## src/rtl/wdt_mc_pkg.sv

```systemverilog
`timescale 1ns/10ps
package wdt_mc_pkg;
  localparam int          ADDR_W   = 5;
  localparam logic [31:0] FEED_KEY = 32'h6E52_4635;

  // register word addresses
  localparam int A_START   = 0;
  localparam int A_STOP    = 1;
  localparam int A_EVT_TO  = 2;
  localparam int A_EVT_ST  = 3;
  localparam int A_IE_SET  = 4;
  localparam int A_IE_CLR  = 5;
  localparam int A_NE_SET  = 6;
  localparam int A_NE_CLR  = 7;
  localparam int A_RUN     = 8;
  localparam int A_REQ     = 9;
  localparam int A_RELOAD  = 10;
  localparam int A_CHEN    = 11;
  localparam int A_CFG     = 12;
  localparam int A_UNLOCK  = 13;
  localparam int A_COUNT   = 14;
  localparam int A_FEED0   = 16;

  // event indices
  localparam int EV_TIMEOUT = 0;
  localparam int EV_STOPPED = 1;
  localparam int NUM_EV     = 2;

  // configuration bits
  localparam int CFG_RUN_SLEEP = 0;
  localparam int CFG_RUN_HALT  = 1;
  localparam int CFG_STOP_OK   = 2;
  localparam int CFG_W         = 3;

  // true when, after removing the channels fed this cycle, no enabled one is left
  function automatic logic all_fed(input logic [31:0] pend, input logic [31:0] hit,
                                   input logic [31:0] en);
    return ((pend & ~hit & en) == 32'd0);
  endfunction

  // counting is allowed in this cycle
  function automatic logic may_tick(input logic running, input logic expired,
                                    input logic sleeping, input logic halted,
                                    input logic run_sleep, input logic run_halt);
    return running && !expired && (!sleeping || run_sleep) && (!halted || run_halt);
  endfunction
endpackage

```

## src/rtl/wdt_mc_feed.sv

```systemverilog
`timescale 1ns/10ps
module wdt_mc_feed
  import wdt_mc_pkg::*;
#(
  parameter int NUM_CH = 8
) (
  input  logic              clk,
  input  logic              rst_n,
  input  logic              active,
  input  logic              arm,
  input  logic [NUM_CH-1:0] feed_sel,
  input  logic [NUM_CH-1:0] chan_en,
  output logic [NUM_CH-1:0] pending,
  output logic              reload
);
  logic [NUM_CH-1:0] hit;

  assign hit    = feed_sel & chan_en & {NUM_CH{active}};
  assign reload = (|hit) && all_fed(32'(pending), 32'(hit), 32'(chan_en));

  for (genvar i = 0; i < NUM_CH; i++) begin : g_ch
    always_ff @(posedge clk or negedge rst_n) begin
      if (!rst_n)              pending[i] <= 1'b1;
      else if (arm || reload)  pending[i] <= 1'b1;
      else if (hit[i])         pending[i] <= 1'b0;
    end
  end

  AST_RELOAD_REARMS: assert property (@(posedge clk) disable iff (!rst_n)
    reload |=> (&pending));
  AST_FEED_NEEDS_RUN: assert property (@(posedge clk) disable iff (!rst_n)
    (!active && !arm) |=> $stable(pending));
endmodule

```

## src/rtl/wdt_mc_countdown.sv

```systemverilog
`timescale 1ns/10ps
module wdt_mc_countdown #(
  parameter int CNT_W = 32,
  parameter int GRACE = 4
) (
  input  logic             clk,
  input  logic             rst_n,
  input  logic             load,
  input  logic [CNT_W-1:0] load_val,
  input  logic             tick,
  output logic [CNT_W-1:0] count,
  output logic             expired,
  output logic             expire_now,
  output logic             reset_req
);
  localparam int GW = $clog2(GRACE + 1);

  logic [CNT_W-1:0] count_q;
  logic             expired_q;
  logic [GW-1:0]    grace_q;
  logic             rr_q;

  assign expire_now = tick && !load && !expired_q && (count_q <= CNT_W'(1));
  assign count      = count_q;
  assign expired    = expired_q;
  assign reset_req  = rr_q;

  always_ff @(posedge clk or negedge rst_n) begin
    if (!rst_n) begin
      count_q   <= '0;
      expired_q <= 1'b0;
    end else if (load) begin
      count_q   <= load_val;
    end else if (expire_now) begin
      count_q   <= '0;
      expired_q <= 1'b1;
    end else if (tick && !expired_q) begin
      count_q   <= count_q - CNT_W'(1);
    end
  end

  always_ff @(posedge clk or negedge rst_n) begin
    if (!rst_n) begin
      grace_q <= '0;
      rr_q    <= 1'b0;
    end else begin
      rr_q <= (grace_q == GW'(1));
      if (expire_now)              grace_q <= GW'(GRACE);
      else if (grace_q != GW'(0))  grace_q <= grace_q - GW'(1);
    end
  end

  AST_COUNT_STEP: assert property (@(posedge clk) disable iff (!rst_n)
    (tick && !load && !expired_q && count_q > CNT_W'(1)) |=> (count_q == $past(count_q) - CNT_W'(1)));
  AST_HOLD_WHEN_PAUSED: assert property (@(posedge clk) disable iff (!rst_n)
    (!tick && !load) |=> $stable(count_q));
  AST_RESET_ONE_CYCLE: assert property (@(posedge clk) disable iff (!rst_n)
    reset_req |=> !reset_req);
  AST_RESET_AFTER_EXPIRY: assert property (@(posedge clk) disable iff (!rst_n)
    reset_req |-> expired_q);
endmodule

```

## src/rtl/wdt_mc_events.sv

```systemverilog
`timescale 1ns/10ps
module wdt_mc_events #(
  parameter int NUM_EV = 2
) (
  input  logic              clk,
  input  logic              rst_n,
  input  logic [NUM_EV-1:0] ev_set,
  input  logic [NUM_EV-1:0] ev_clr,
  input  logic [NUM_EV-1:0] ie_set,
  input  logic [NUM_EV-1:0] ie_clr,
  input  logic [NUM_EV-1:0] ne_set,
  input  logic [NUM_EV-1:0] ne_clr,
  output logic [NUM_EV-1:0] ev_q,
  output logic [NUM_EV-1:0] ie_q,
  output logic [NUM_EV-1:0] ne_q,
  output logic              irq,
  output logic              nmi
);
  for (genvar i = 0; i < NUM_EV; i++) begin : g_ev
    always_ff @(posedge clk or negedge rst_n) begin
      if (!rst_n) begin
        ev_q[i] <= 1'b0;
        ie_q[i] <= 1'b0;
        ne_q[i] <= 1'b0;
      end else begin
        if (ev_set[i])      ev_q[i] <= 1'b1;
        else if (ev_clr[i]) ev_q[i] <= 1'b0;
        if (ie_set[i])      ie_q[i] <= 1'b1;
        else if (ie_clr[i]) ie_q[i] <= 1'b0;
        if (ne_set[i])      ne_q[i] <= 1'b1;
        else if (ne_clr[i]) ne_q[i] <= 1'b0;
      end
    end

    AST_EVT_HOLDS: assert property (@(posedge clk) disable iff (!rst_n)
      (ev_q[i] && !ev_clr[i]) |=> ev_q[i]);
  end

  assign irq = |(ev_q & ie_q);
  assign nmi = |(ev_q & ne_q);

  AST_IRQ_NEEDS_ENABLE: assert property (@(posedge clk) disable iff (!rst_n)
    irq |-> (|ie_q));
endmodule

```

## src/rtl/wdt_multichan.sv

```systemverilog
`timescale 1ns/10ps
module wdt_multichan
  import wdt_mc_pkg::*;
#(
  parameter int          NUM_CH     = 8,
  parameter int          CNT_W      = 32,
  parameter int          GRACE      = 4,
  parameter logic [31:0] RELOAD_RST = 32'h0000_0100
) (
  input  logic              clk,
  input  logic              rst_n,
  input  logic              bus_we,
  input  logic [ADDR_W-1:0] bus_addr,
  input  logic [31:0]       bus_wdata,
  output logic [31:0]       bus_rdata,
  input  logic              cpu_sleep,
  input  logic              cpu_halt,
  output logic              irq,
  output logic              nmi,
  output logic              reset_req
);
  logic              run_q;
  logic [CNT_W-1:0]  rv_q;
  logic [NUM_CH-1:0] en_q;
  logic [CFG_W-1:0]  cfg_q;
  logic              key_ok_q;

  logic              start_fire, stop_fire, active, tick, load, reload;
  logic              expired, expire_now;
  logic [CNT_W-1:0]  count;
  logic [NUM_CH-1:0] feed_sel, pending;
  logic [NUM_EV-1:0] ev_set, ev_clr, ie_set, ie_clr, ne_set, ne_clr, ev_q, ie_q, ne_q;

  // write decodes
  logic w_start, w_stop, w_evto, w_evst, w_ies, w_iec, w_nes, w_nec;
  logic w_reload, w_chen, w_cfg, w_unlock;
  assign w_start  = bus_we && (bus_addr == ADDR_W'(A_START));
  assign w_stop   = bus_we && (bus_addr == ADDR_W'(A_STOP));
  assign w_evto   = bus_we && (bus_addr == ADDR_W'(A_EVT_TO));
  assign w_evst   = bus_we && (bus_addr == ADDR_W'(A_EVT_ST));
  assign w_ies    = bus_we && (bus_addr == ADDR_W'(A_IE_SET));
  assign w_iec    = bus_we && (bus_addr == ADDR_W'(A_IE_CLR));
  assign w_nes    = bus_we && (bus_addr == ADDR_W'(A_NE_SET));
  assign w_nec    = bus_we && (bus_addr == ADDR_W'(A_NE_CLR));
  assign w_reload = bus_we && (bus_addr == ADDR_W'(A_RELOAD));
  assign w_chen   = bus_we && (bus_addr == ADDR_W'(A_CHEN));
  assign w_cfg    = bus_we && (bus_addr == ADDR_W'(A_CFG));
  assign w_unlock = bus_we && (bus_addr == ADDR_W'(A_UNLOCK));

  for (genvar i = 0; i < NUM_CH; i++) begin : g_feed
    assign feed_sel[i] = bus_we && (bus_addr == ADDR_W'(A_FEED0 + i)) && (bus_wdata == FEED_KEY);
  end

  // control events
  assign active     = run_q && !expired;
  assign start_fire = w_start && bus_wdata[0] && !run_q;
  assign stop_fire  = w_stop && bus_wdata[0] && active && cfg_q[CFG_STOP_OK] && key_ok_q;
  assign tick       = may_tick(run_q, expired, cpu_sleep, cpu_halt,
                               cfg_q[CFG_RUN_SLEEP], cfg_q[CFG_RUN_HALT]) && !stop_fire;
  assign load       = start_fire || reload;

  always_ff @(posedge clk or negedge rst_n) begin
    if (!rst_n) begin
      run_q    <= 1'b0;
      rv_q     <= CNT_W'(RELOAD_RST);
      en_q     <= NUM_CH'(1);
      cfg_q    <= '0;
      key_ok_q <= 1'b0;
    end else begin
      if (start_fire)          run_q <= 1'b1;
      else if (stop_fire)      run_q <= 1'b0;
      if (w_reload && !run_q)  rv_q  <= bus_wdata[CNT_W-1:0];
      if (w_chen && !run_q)    en_q  <= bus_wdata[NUM_CH-1:0];
      if (w_cfg)               cfg_q <= bus_wdata[CFG_W-1:0];
      if (w_unlock)            key_ok_q <= (bus_wdata == FEED_KEY);
    end
  end

  wdt_mc_feed #(.NUM_CH(NUM_CH)) u_feed (
    .clk(clk), .rst_n(rst_n), .active(active), .arm(start_fire),
    .feed_sel(feed_sel), .chan_en(en_q), .pending(pending), .reload(reload)
  );

  wdt_mc_countdown #(.CNT_W(CNT_W), .GRACE(GRACE)) u_count (
    .clk(clk), .rst_n(rst_n), .load(load), .load_val(rv_q), .tick(tick),
    .count(count), .expired(expired), .expire_now(expire_now), .reset_req(reset_req)
  );

  // event and enable strobes
  always_comb begin
    ev_set = '0;
    ev_set[EV_TIMEOUT] = expire_now;
    ev_set[EV_STOPPED] = stop_fire;
    ev_clr = '0;
    ev_clr[EV_TIMEOUT] = w_evto && (bus_wdata == 32'd0);
    ev_clr[EV_STOPPED] = w_evst && (bus_wdata == 32'd0);
    ie_set = w_ies ? bus_wdata[NUM_EV-1:0] : '0;
    ie_clr = w_iec ? bus_wdata[NUM_EV-1:0] : '0;
    ne_set = w_nes ? bus_wdata[NUM_EV-1:0] : '0;
    ne_clr = w_nec ? bus_wdata[NUM_EV-1:0] : '0;
  end

  wdt_mc_events #(.NUM_EV(NUM_EV)) u_events (
    .clk(clk), .rst_n(rst_n), .ev_set(ev_set), .ev_clr(ev_clr),
    .ie_set(ie_set), .ie_clr(ie_clr), .ne_set(ne_set), .ne_clr(ne_clr),
    .ev_q(ev_q), .ie_q(ie_q), .ne_q(ne_q), .irq(irq), .nmi(nmi)
  );

  // read mux
  always_comb begin
    bus_rdata = '0;
    case (int'(bus_addr))
      A_EVT_TO:           bus_rdata = 32'(ev_q[EV_TIMEOUT]);
      A_EVT_ST:           bus_rdata = 32'(ev_q[EV_STOPPED]);
      A_IE_SET, A_IE_CLR: bus_rdata = 32'(ie_q);
      A_NE_SET, A_NE_CLR: bus_rdata = 32'(ne_q);
      A_RUN:              bus_rdata = 32'(run_q);
      A_REQ:              bus_rdata = run_q ? 32'(pending & en_q) : 32'd0;
      A_RELOAD:           bus_rdata = 32'(rv_q);
      A_CHEN:             bus_rdata = 32'(en_q);
      A_CFG:              bus_rdata = 32'(cfg_q);
      A_UNLOCK:           bus_rdata = 32'(key_ok_q);
      A_COUNT:            bus_rdata = 32'(count);
      default:            bus_rdata = '0;
    endcase
  end

  AST_RELOAD_LOCKED: assert property (@(posedge clk) disable iff (!rst_n)
    run_q |=> $stable(rv_q));
  AST_CHEN_LOCKED: assert property (@(posedge clk) disable iff (!rst_n)
    run_q |=> $stable(en_q));
  AST_STOP_NEEDS_UNLOCK: assert property (@(posedge clk) disable iff (!rst_n)
    $fell(run_q) |-> $past(cfg_q[CFG_STOP_OK] && key_ok_q));
  AST_START_LOADS: assert property (@(posedge clk) disable iff (!rst_n)
    $rose(run_q) |-> (count == $past(rv_q)));
endmodule

```

## config.mk

```make
export PLATFORM = sky130hd
export DESIGN_NAME = wdt_multichan
export DESIGN_NICKNAME = d
export VERILOG_FILES = /design/src/rtl/wdt_mc_pkg.sv /design/src/rtl/wdt_mc_feed.sv /design/src/rtl/wdt_mc_countdown.sv /design/src/rtl/wdt_mc_events.sv /design/src/rtl/wdt_multichan.sv
export SDC_FILE = /design/constraint.sdc
export NUM_CORES = 1
export LEC_CHECK = 0
export ABC_AREA = 0
export BUFFER_PORTS_ARGS = -buffer_cell sky130_fd_sc_hd__buf_4
export CAP_MARGIN = 30
export CORE_MARGIN = 2
export CORE_UTILIZATION = 63
export CTS_CLUSTER_DIAMETER = 40
export DETAILED_ROUTE_END_ITERATION = 8
export PLACE_DENSITY = 0.84
export SETUP_SLACK_MARGIN = 0.15
export SLEW_MARGIN = 20
export SYNTH_ARGS = -nofsm -noshare
export SYNTH_HDL_FRONTEND = slang
export SYNTH_SLANG_ARGS = --single-unit
```

## constraint.sdc

```tcl
create_clock -name clk -period 4.53 [get_ports clk]
set_input_delay 0.906 -clock clk [delete_from_list [all_inputs] [get_ports clk]]
set_output_delay 0.906 -clock clk [all_outputs]
set_load 0.03 [all_outputs]
```

==> impl_metrics.toml <==
[floorplan]
die_w_um = 99.1
die_area_sq_mm = 0.00983
io_pins = 77
initial_core_util = 0.651
die_h_um = 99.1
coreArea_sq_mm = 0.00876
std_cell_rows = 34

[timing]
fin_ws_ns = 0.611
fmax_mhz = 255
setup-violations-final = 0
min_period_ns = 3.92
drv_slew = 0
finClkSkew_ns = 0.0120
finalCritPeriodShare = 0.865
worst_pin_slew_ns = 0.754
slew-limit-headroom = 0.494
rsz0062_at_grt = "no"
fin_setup_tns_ns = 0
hold_violations = 0

[cts]
clkTransAtPathRegs_ns = 0.09
clk_path_buf_depth = 2
cts_hold_buf = 0
clock_latency_ns = 0.37
htree_levels = 3
cts_buffers = 9
cts_tree = "built"
cts_num_sinks = 96
cts_resized = 0
clockRootBuffer = "clkbuf_8"
post_cts_buffers = 0

[drt]
via_per_inst = 6.91
ant_nets = 0
routedWlPerCell_um = 21.4
wirelength_um = 15700
drc_errors = 0
drt_iter0_markers = 379
vias = 5085
first_pass_iters = 5

[synthesis]
synth_top_cell_by_area = "dfrtp_1"
syn_avg_cell_area_sq_um = 10.2
synthTopCellsByArea = "dfrtp_1 38%, mux2_2 14%, dfstp_2 4.6%, a22o_1 4.0%, nand2_1 3.1%"
yosysWarningCount = 0
synth_nets = 608
synth_flop_cell = "dfrtp_1"
ys_seq_elements = 96
ys_seq_area_frac = 0.424
netlist_instances = 561
ys_types = 65
synth_top_area_frac = 0.377
synth_edf_count = 0
async_reset_ff_frac = 1.00
netlist_area_sq_mm = 0.00570

[layout]
final_nets = 670
area_growth_pct = 14.9
diodes = 0
layout-drive-gt1-share = 0.314
fillCellCount = 639

[setup_path]
rr_worst_depth = 6
cp-end-kind = "output pin"
crit_start = "bus_addr[0]"
reg2reg_slack_ns = 1.28
worstSetupPathType = "in2out"
r2r-start = "u_count.count[10]"
required_ns = 3.62
r2r-end = "u_count.count[26]"
cp_max_fo = 22
critPathCapture = "bus_rdata[30]"
cp_data_arrival_time_ns = 3.01
start_kind = "input port"

[pwr]
power_uw = 3010
combPwrFrac = 0.343
netSwitchingPower_uw = 1170
p_seq_frac = 0.469
p_leak_uw = 0.00286
p_per_area_mw_per_mm2 = 459
p_clk_frac = 0.189
peakVddDrop_uv = 249
p_int_uw = 1840
swShare = 0.390

[job]
timing.max_cap.violations = 0

[grt]
grt_overflow = 0
grt_pass1_wl_um = 25400
grt_max_degree = 74
antenna_found_initial = 0
grt.total_usage = 0.327
grt_pass1_vias = 4840

[status]
status = "completed"

[place]
place.gp.congestion = 0.953
pre_cts_ws_ns = 0.689
port_buffers = 76
dp_hpwl_um = 11100

[worst_hold_path]
min-delay-path-class = "in2async"
[layout make-up]
type                    count  area, sq um  area share
well taps                 108          135      0.0206
clock inverters             5         58.8     0.00898
inverters                   7         26.3     0.00401
flip-flops and latches     96         2410       0.369
multi-input cells         425         3110       0.475
clock buffers              11          131      0.0201
repair buffers             84          671       0.102
[synth_stat cells (all sizes together) (12+ instances only)]
library cell  number
dfrtp             86
a22o              26
o21ai             30
nor2              33
buf               18
nor4              13
a21oi             15
nand3             24
nand2             48
o31ai             23
o41ai             12
clkbuf            15
mux2              80
nor3              19
[state kept, by name, indices dropped and copies added (netlist names)]
signal / cells
run_q: 1
key_ok_q: 1
u_count.grace_q: 3
u_count.reset_req: 1
cfg_q: 3
u_count.expired: 1
en_q: 8
u_feed.pending: 8
u_events.ev_q: 2
rv_q: 32
u_events.ie_q: 2
u_count.count: 32
u_events.ne_q: 2
[kinds of logic (layout without fill, tap and decap cells)]
kind of cell,count (synthesis),in the layout,synth area share
XOR/XNOR,1,1,0.00154
adder cells (fa/ha/maj),5,5,0.0110
multiplexers,85,85,0.167
buffers and inverters,40,107,0.0329
flip-flops,96,96,0.424
AND/OR/NAND/NOR,192,192,0.183
AO/OA/AOI/OAI,142,142,0.181
[placed cells by master, fill, tap and decap left out, types with 3 or more instances in the layout]
| master | Yosys | final |
|---|---|---|
| mux2_1 | 8 | 8 |
| buf_4 | 2 | 82 |
| o21ai_0 | 24 | 24 |
| nand2b_1 | 6 | 6 |
| a22o_1 | 26 | 26 |
| mux2_2 | 72 | 72 |
| or3_1 | 6 | 6 |
| nand3b_1 | 5 | 5 |
| dfrtp_1 | 86 | 86 |
| o21ai_1 | 6 | 6 |
| mux2i_1 | 5 | 5 |
| a21boi_0 | 7 | 7 |
| nor4_1 | 12 | 12 |
| o31ai_1 | 23 | 23 |
| ha_1 | 5 | 5 |
| a31oi_1 | 3 | 3 |
| clkbuf_8 | 0 | 9 |
| nand4_1 | 9 | 9 |
| a21o_1 | 5 | 5 |
| nand2_1 | 47 | 47 |
| nor3_1 | 17 | 17 |
| o41ai_1 | 12 | 12 |
| and3_1 | 3 | 3 |
| dfstp_2 | 10 | 10 |
| a221o_1 | 5 | 5 |
| a21oi_1 | 15 | 15 |
| inv_1 | 7 | 7 |
| nor2_1 | 33 | 31 |
| nor2b_1 | 8 | 8 |
| a22oi_1 | 3 | 3 |
| nand3_1 | 24 | 24 |
[how the worst min path moves through the flow]
stage	end	cells past startpoint	slack, ns	from
5_1_grt	u_events.ev_q[0]	1	0.46	rst_n
3_3_place_gp	u_count.reset_req	1	0.46	u_count.grace_q[2]
4_1_cts	u_count.reset_req	1	0.49	u_count.grace_q[2]
6_report	u_count.count[23]	1	0.44	rst_n
3_5_place_dp	u_count.reset_req	1	0.48	u_count.grace_q[2]
2_1_floorplan	u_count.reset_req	1	0.44	u_count.grace_q[2]
[power by group through the flow]
stage	Sequential [uW]	Combinational [uW]	Clock (uW)
2_1_floorplan	1320	796	0
3_3_place_gp	1400	965	0
3_5_place_dp	1420	1010	0
4_1_cts	1400	1020	572
5_1_grt	1440	1140	612
6_report	1410	1030	567
[routing by layer]
metal	part of all wire	track usage	up-vias	wire, um
met2	0.47	0.507	304	7350
li1	-	-	2261	-
met3	0.090	0.0492	29	1410
met4	0.021	0.118	0	323
met1	0.42	0.472	2491	6640
met5	0	0	-	0
[through the flow]
step / hold WS [ns] / cells / util / area (sq um)
after detailed placement: 0.475 / 719 / 0.723 / 6330
after CTS: 0.489 / 735 / 0.744 / 6520
after floorplan: 0.443 / 561 / - / 5700
final: 0.443 / 736 / 0.747 / 6550
after global routing: 0.464 / 736 / 0.747 / 6550
after global placement: 0.457 / 718 / 0.719 / 6300
[worst max-delay path: stages]
cell and delay, ns:
buf_4 0.19, nand2b_1 0.27, or2_2 0.38, nor2_2 0.46, buf_4 0.39, a22o_1 0.23
buf_4 0.17
Note: power is estimated with default switching activity, not from simulation.
